==> config.mk <==
export PLATFORM = sky130hd
export DESIGN_NAME = bootmode_capture_top
export DESIGN_NICKNAME = d
export VERILOG_FILES = /design/src/rtl/bootcap_pkg.sv /design/src/rtl/bc_sync2.sv /design/src/rtl/bc_release_stretch.sv /design/src/rtl/bc_phase_seq.sv /design/src/rtl/bootmode_capture_top.sv
export SDC_FILE = /design/constraint.sdc
export NUM_CORES = 1
export LEC_CHECK = 0
export BUFFER_PORTS_ARGS = -buffer_cell sky130_fd_sc_hd__clkbuf_2
export CAP_MARGIN = 0
export CORE_MARGIN = 2
export CORE_UTILIZATION = 57
export CTS_CLUSTER_SIZE = 14
export DETAILED_ROUTE_END_ITERATION = 6
export PLACE_DENSITY_LB_ADDON = 0.3
export SYNTH_ARGS = -nofsm -noshare
export SYNTH_HDL_FRONTEND = slang
export SYNTH_SLANG_ARGS = --single-unit
==> constraint.sdc <==
create_clock -name clk -period 4.7 [get_ports clk]
set_input_delay 0.235 -clock clk [delete_from_list [all_inputs] [get_ports clk]]
set_output_delay 0.235 -clock clk [all_outputs]
set_load 0.005 [all_outputs]
==> src/rtl/bootcap_pkg.sv <==
package bootcap_pkg;

    typedef enum logic [1:0] {
        PH_RUN   = 2'd0,
        PH_ONE   = 2'd1,
        PH_TWO   = 2'd2,
        PH_THREE = 2'd3
    } rst_phase_e;

    typedef logic [1:0] boot_mode_t;

    typedef struct packed {
        logic       eff_rst;
        logic       sampling;
        boot_mode_t mode;
    } cap_state_t;

    function automatic int bc_max(input int a, input int b);
        return (a > b) ? a : b;
    endfunction

endpackage

==> src/rtl/bc_sync2.sv <==
module bc_sync2 #(
    parameter int                 WIDTH   = 1,
    parameter logic [WIDTH-1:0]   RST_VAL = '0
) (
    input  logic             clk,
    input  logic             rst,
    input  logic [WIDTH-1:0] d_in,
    output logic [WIDTH-1:0] d_out
);
    logic [WIDTH-1:0] stage1;
    logic [WIDTH-1:0] stage2;

    for (genvar i = 0; i < WIDTH; i++) begin : g_bit
        always_ff @(posedge clk) begin
            if (rst) begin
                stage1[i] <= RST_VAL[i];
                stage2[i] <= RST_VAL[i];
            end else begin
                stage1[i] <= d_in[i];
                stage2[i] <= stage1[i];
            end
        end
    end

    assign d_out = stage2;
endmodule

==> src/rtl/bc_release_stretch.sv <==
module bc_release_stretch
    import bootcap_pkg::*;
#(
    parameter int         STRETCH      = 16,
    parameter int         LEAD         = 5,
    parameter boot_mode_t DEFAULT_MODE = 2'b00
) (
    input  logic       clk,
    input  logic       rst,
    input  logic       pin_asserted,
    input  boot_mode_t pins_sync,
    output cap_state_t cap
);
    localparam int              CW        = $clog2(STRETCH + 1);
    localparam logic [CW-1:0]   STRETCH_V = CW'(STRETCH);
    localparam logic [CW-1:0]   LEAD_V    = CW'(LEAD);

    logic [CW-1:0] hold_cnt;
    boot_mode_t    cap_q;
    logic          eff_rst;
    logic          sample_en;

    assign eff_rst   = pin_asserted || (hold_cnt != '0);
    assign sample_en = pin_asserted || (hold_cnt > LEAD_V);

    always_ff @(posedge clk) begin
        if (rst) begin
            hold_cnt <= '0;
        end else if (pin_asserted) begin
            hold_cnt <= STRETCH_V;
        end else if (hold_cnt != '0) begin
            hold_cnt <= hold_cnt - 1'b1;
        end
    end

    always_ff @(posedge clk) begin
        if (rst) begin
            cap_q <= DEFAULT_MODE;
        end else if (sample_en) begin
            cap_q <= pins_sync;
        end
    end

    assign cap = '{eff_rst: eff_rst, sampling: sample_en, mode: cap_q};

    a_r2_sample_while_low: assert property (@(posedge clk) disable iff (rst)
        pin_asserted |=> (cap_q == $past(pins_sync)));

    a_r3_frozen_near_release: assert property (@(posedge clk) disable iff (rst)
        (!pin_asserted && hold_cnt != '0 && hold_cnt <= LEAD_V) |=> $stable(cap_q));

    a_r3_stretch_reload: assert property (@(posedge clk) disable iff (rst)
        $fell(pin_asserted) |-> (hold_cnt == STRETCH_V));
endmodule

==> src/rtl/bc_phase_seq.sv <==
module bc_phase_seq
    import bootcap_pkg::*;
#(
    parameter int NUM_SRC   = 4,
    parameter int PH1_MIN   = 4,
    parameter int PH2_LEN   = 4,
    parameter int PH3_LEN   = 4,
    parameter int DRIVE_LEN = 8
) (
    input  logic               clk,
    input  logic               rst,
    input  logic               eff_rst,
    input  logic [NUM_SRC-1:0] req,
    input  logic [NUM_SRC-1:0] mask,
    output rst_phase_e         phase,
    output logic               enter_ph3,
    output logic               pin_drive
);
    localparam int            TMAX  = bc_max(bc_max(PH1_MIN, PH2_LEN), PH3_LEN);
    localparam int            TW    = $clog2(TMAX + 1);
    localparam int            DW    = $clog2(DRIVE_LEN + 1);
    localparam logic [TW-1:0] P1_END = TW'(PH1_MIN - 1);
    localparam logic [TW-1:0] P2_END = TW'(PH2_LEN - 1);
    localparam logic [TW-1:0] P3_END = TW'(PH3_LEN - 1);
    localparam logic [DW-1:0] DRV_V  = DW'(DRIVE_LEN);

    rst_phase_e    st;
    logic [TW-1:0] tmr;
    logic [DW-1:0] drv_cnt;
    logic [NUM_SRC-1:0] pin_src;
    logic          req_any;
    logic          req_pin;
    logic          hold;

    for (genvar s = 0; s < NUM_SRC; s++) begin : g_src
        assign pin_src[s] = req[s] & mask[s];
    end

    assign req_any   = |req;
    assign req_pin   = |pin_src;
    assign hold      = eff_rst || req_any || (drv_cnt != '0);
    assign enter_ph3 = !hold && (st == PH_TWO) && (tmr == P2_END);

    always_ff @(posedge clk) begin
        if (rst) begin
            drv_cnt <= '0;
        end else if (req_pin) begin
            drv_cnt <= DRV_V;
        end else if (drv_cnt != '0) begin
            drv_cnt <= drv_cnt - 1'b1;
        end
    end

    always_ff @(posedge clk) begin
        if (rst) begin
            st  <= PH_ONE;
            tmr <= '0;
        end else if (hold) begin
            st  <= PH_ONE;
            tmr <= '0;
        end else begin
            unique case (st)
                PH_ONE: begin
                    if (tmr == P1_END) begin st <= PH_TWO; tmr <= '0; end
                    else tmr <= tmr + 1'b1;
                end
                PH_TWO: begin
                    if (tmr == P2_END) begin st <= PH_THREE; tmr <= '0; end
                    else tmr <= tmr + 1'b1;
                end
                PH_THREE: begin
                    if (tmr == P3_END) begin st <= PH_RUN; tmr <= '0; end
                    else tmr <= tmr + 1'b1;
                end
                default: tmr <= '0;
            endcase
        end
    end

    assign phase     = st;
    assign pin_drive = (drv_cnt != '0);

    a_r6_drive_only_in_ph1: assert property (@(posedge clk) disable iff (rst)
        pin_drive |-> (st == PH_ONE));

    a_r7_ph2_successor: assert property (@(posedge clk) disable iff (rst)
        (st == PH_TWO) |=> (st == PH_TWO || st == PH_THREE || st == PH_ONE));

    a_r5_request_restarts: assert property (@(posedge clk) disable iff (rst)
        req_any |=> (st == PH_ONE));
endmodule

==> src/rtl/bootmode_capture_top.sv <==
module bootmode_capture_top
    import bootcap_pkg::*;
#(
    parameter int         NUM_SRC      = 4,
    parameter int         STRETCH      = 16,
    parameter int         LEAD         = 5,
    parameter int         PH1_MIN      = 4,
    parameter int         PH2_LEN      = 4,
    parameter int         PH3_LEN      = 4,
    parameter int         DRIVE_LEN    = 8,
    parameter boot_mode_t DEFAULT_MODE = 2'b00
) (
    input  logic               clk,
    input  logic               rst,
    input  logic               ext_rst_pin_n,
    input  logic [NUM_SRC-1:0] int_rst_req,
    input  logic [NUM_SRC-1:0] pin_drive_mask,
    input  logic [1:0]         boot_pins,
    output logic [1:0]         boot_mode,
    output logic [1:0]         reset_phase,
    output logic               ext_rst_drive
);
    logic       pin_n_s;
    boot_mode_t pins_s;
    cap_state_t cap;
    rst_phase_e phase;
    logic       enter_ph3;

    bc_sync2 #(.WIDTH(1), .RST_VAL(1'b1)) u_pin_sync (
        .clk(clk), .rst(rst), .d_in(ext_rst_pin_n), .d_out(pin_n_s)
    );

    bc_sync2 #(.WIDTH(2), .RST_VAL(2'b00)) u_strap_sync (
        .clk(clk), .rst(rst), .d_in(boot_pins), .d_out(pins_s)
    );

    bc_release_stretch #(
        .STRETCH(STRETCH), .LEAD(LEAD), .DEFAULT_MODE(DEFAULT_MODE)
    ) u_stretch (
        .clk(clk), .rst(rst), .pin_asserted(!pin_n_s),
        .pins_sync(pins_s), .cap(cap)
    );

    bc_phase_seq #(
        .NUM_SRC(NUM_SRC), .PH1_MIN(PH1_MIN), .PH2_LEN(PH2_LEN),
        .PH3_LEN(PH3_LEN), .DRIVE_LEN(DRIVE_LEN)
    ) u_seq (
        .clk(clk), .rst(rst), .eff_rst(cap.eff_rst), .req(int_rst_req),
        .mask(pin_drive_mask), .phase(phase), .enter_ph3(enter_ph3),
        .pin_drive(ext_rst_drive)
    );

    always_ff @(posedge clk) begin
        if (rst) begin
            boot_mode <= DEFAULT_MODE;
        end else if (enter_ph3) begin
            boot_mode <= cap.mode;
        end
    end

    assign reset_phase = phase;

    a_r4_change_at_ph3_entry: assert property (@(posedge clk) disable iff (rst)
        !$stable(boot_mode) |-> (phase == PH_THREE && $past(phase) == PH_TWO));

    a_r4_loads_capture: assert property (@(posedge clk) disable iff (rst)
        (phase == PH_THREE && $past(phase) == PH_TWO) |-> (boot_mode == $past(cap.mode)));

    a_r1_known_mode: assert property (@(posedge clk) disable iff (rst)
        !$isunknown(boot_mode));
endmodule

==> results.cfg <==
[outcome]
status = complete, no violations

[sta]
skew_ns = 0.009066
finalCritPeriodShare_pct = 47.71
hold_slack_ns = 0.09094
slew_viol_final = 0
fin_tns_setup_ns = 0
hold_violations = 0
worst_pin_slew_ns = 0.7067
grt_setup_unrepaired = no
min_period_ns = 2.242
slew_headroom_pct = 52.29
setup_viol = 0
clock.fmax_mhz = 445.9

[drt]
drc = 0
ant_nets = 0
post_drt_wl_per_cell_um = 11.15
routed_wl_um = 1550
first_pass_iters = 4
drt_iter0_drc = 3
vias = 716
avgViaCountPerCell = 5.151

[grt]
grt_pass1_vias = 623
grt-ovfl-total = 0
antenna_found_initial = 0
grt_max_degree = 19
grt_pass1_wl_um = 2401
grt_usage_pct = 15.73

[clock_tree]
clk_latency_ns = 0.31
holdBufCountCts = 0
clk_pin_slew_ns = 0.13
htree_levels = 1
clock_sinks = 24
clock_path_buffers = 2
cts_setup_buffers = 0
cts_resized = 0
numCtsBuffers = 3
cts_tree = yes
clockRootBuffer = clkbuf_4

[power]
finalPower_mw = 0.5267
ir_drop_uv = 283.9
combPwrFrac_pct = 25.2
switching_share_pct = 27.99
p_int_mw = 0.3793
power_frac_seq_pct = 47.0
switching_power_mw = 0.1474
power.share.clock_pct = 27.7
power_leakage_nw = 0.4974
powerDensity_nw_per_um2 = 457.6

[place]
dp_hpwl_um = 1233
io_buffers = 17
place_area_sq_um = 1099
place.gp.congestion = 0.7879

[logic_synthesis]
synthFlopType = dfxtp_1
ys_warn_count = 0
syn_area_sq_um = 1005
yosysSeqAreaShare_pct = 47.82
yosysUniqueCellTypes = 32
syn_area_per_cell_sq_um = 9.661
async_flop_share_pct = 0
syn_inst = 104
synth-edff-count = 0
syn_nets = 123
ys_ff_latch = 24

[floorplanning]
rows = 15
die_h_um = 45.99
core_area_sq_um = 1689
pin_count = 18
die_w_um = 45.99
dieArea_sq_um = 2115
initial_core_util_pct = 59.48

[setup_path]
path_class = reg2reg
cp-start-kind = flip-flop
end_kind = flip-flop
crit_fanout = 6
critPathRequiredTime_ns = 4.95
cp.arrival_ns = 2.49

[hold_path]
hold_path_class = in2reg

[finish]
n_antenna_cell = 0
layout-drive-gt1-share_pct = 21.31
final_nets = 142
area_delta_synth_final_pct = 14.57
design_area_sq_um = 1151

[flow_run]
drv_cap = 0
-- cell families after synthesis --
kind of cell | after synthesis | synth area share (%)
muxes | 4 | 3.985
adders and majority gates | 6 | 7.472
DFF | 24 | 47.82
buffers and inverters | 10 | 3.861
xor gates and xnor gates | 5 | 4.359
AOI/OAI and AO/OA | 12 | 8.219
and+or+nand+nor | 43 | 24.28
-- final cells by class --
class | count | area, sq um
Sequential cell | 24 | 480.5
Timing Repair Buffer | 17 | 85.08
Clock inverter | 1 | 30.03
Inverter | 7 | 26.28
Tap cell | 17 | 21.27
Fill cell | 144 | 538.0
Multi-Input combinational cell | 70 | 485.5
Clock buffer | 3 | 22.52
-- state kept, by name, summed over array words and instances, names as in the netlist --
signal,cells
u_seq.phase,2
u_stretch.hold_cnt,5
u_seq.tmr,3
boot_mode,2
u_strap_sync.d_out,2
u_stretch.cap_q,2
u_seq.drv_cnt,4
u_pin_sync.d_out,1
u_strap_sync.stage1,2
u_pin_sync.stage1,1
-- synthesized netlist by cell type (2+ instances only) --
cell | number | area, sq um
a21oi_1 | 3 | 15.01
a22oi_1 | 2 | 15.01
clkbuf_1 | 2 | 7.510
dfxtp_1 | 24 | 480.5
ha_1 | 6 | 75.07
inv_1 | 7 | 26.28
mux2i_1 | 4 | 40.04
nand2_1 | 4 | 15.01
nand2b_1 | 5 | 31.28
nor2_1 | 14 | 52.55
nor2b_1 | 4 | 25.02
nor3_1 | 4 | 20.02
or2_2 | 2 | 12.51
or2b_1 | 2 | 15.01
xnor2_1 | 3 | 26.28
xor2_1 | 2 | 17.52
-- final timing paths --
kind	start	end	slack, ns	cells after the start
hold / removal	ext_rst_pin_n	u_pin_sync.stage1$_SDFF_PP1_	0.09	2
setup / recovery	u_stretch.hold_cnt[0]$_SDFFE_PP0P_	u_seq.tmr[2]$_SDFF_PP0_	2.46	6
hold reg to reg	u_pin_sync.stage1$_SDFF_PP1_	u_pin_sync.d_out$_SDFF_PP1_	0.43	1
setup reg to reg	u_stretch.hold_cnt[0]$_SDFFE_PP0P_	u_seq.tmr[2]$_SDFF_PP0_	2.46	6
-- power by group through the flow --
stage,sequential (mW),clock [mW],combinational (mW)
floorplan,0.247,0,0.116
global placement,0.250,0,0.129
detailed placement,0.252,0,0.133
CTS,0.248,0.149,0.134
global route,0.251,0.159,0.148
finish,0.248,0.146,0.133
-- routing by layer --
metal	wire (um)	part of all wire [%]	GRT usage (%)	vias up
met4	15	0.97	7.429	0
met1	729	47	19.95	317
met5	0	0	0	-
met3	37	2.4	3.571	2
met2	767	49	25.00	11
li1	-	-	-	386
-- layout by cell type, fill, tap and decap left out --
cell type,n
nand2b_1,5
or2b_1,2
o311ai_0,1
or3_1,1
bufinv_16,1
nand4b_1,1
or4b_1,1
a21o_1,1
xnor2_1,3
clkbuf_4,3
dfxtp_1,24
nor3_1,4
a211oi_1,1
clkbuf_2,17
a21oi_1,3
a21o_2,1
xor2_1,2
nand3b_1,1
o21ai_0,1
nor2_1,14
nor4_1,1
or3_4,1
nand2_1,4
ha_1,6
mux2i_1,4
a22oi_1,2
or4b_4,1
nor2b_1,4
a2111oi_0,1
or3b_1,1
inv_1,7
a31oi_1,1
or2_2,2
-- critical path, stage by stage (launching register included) --
cell	delay, ns
dfxtp_1	0.38
inv_1	0.08
ha_1	0.17
or4b_1	0.56
or4b_4	0.53
or3_4	0.39
nor2_1	0.09
-- per-stage QoR --
| step | cells | setup slack [ns] | utilization [%] |
|---|---|---|---|
| final | 139 | 2.458 | 68.15 |
| after global placement | 135 | 2.556 | 65.04 |
| after floorplan | 104 | 2.586 | - |
| after detailed placement | 135 | 2.488 | 65.04 |
| after global routing | 139 | 2.374 | 68.15 |
| after CTS | 139 | 2.455 | 68.15 |
Power figures use the tool's default switching activity.
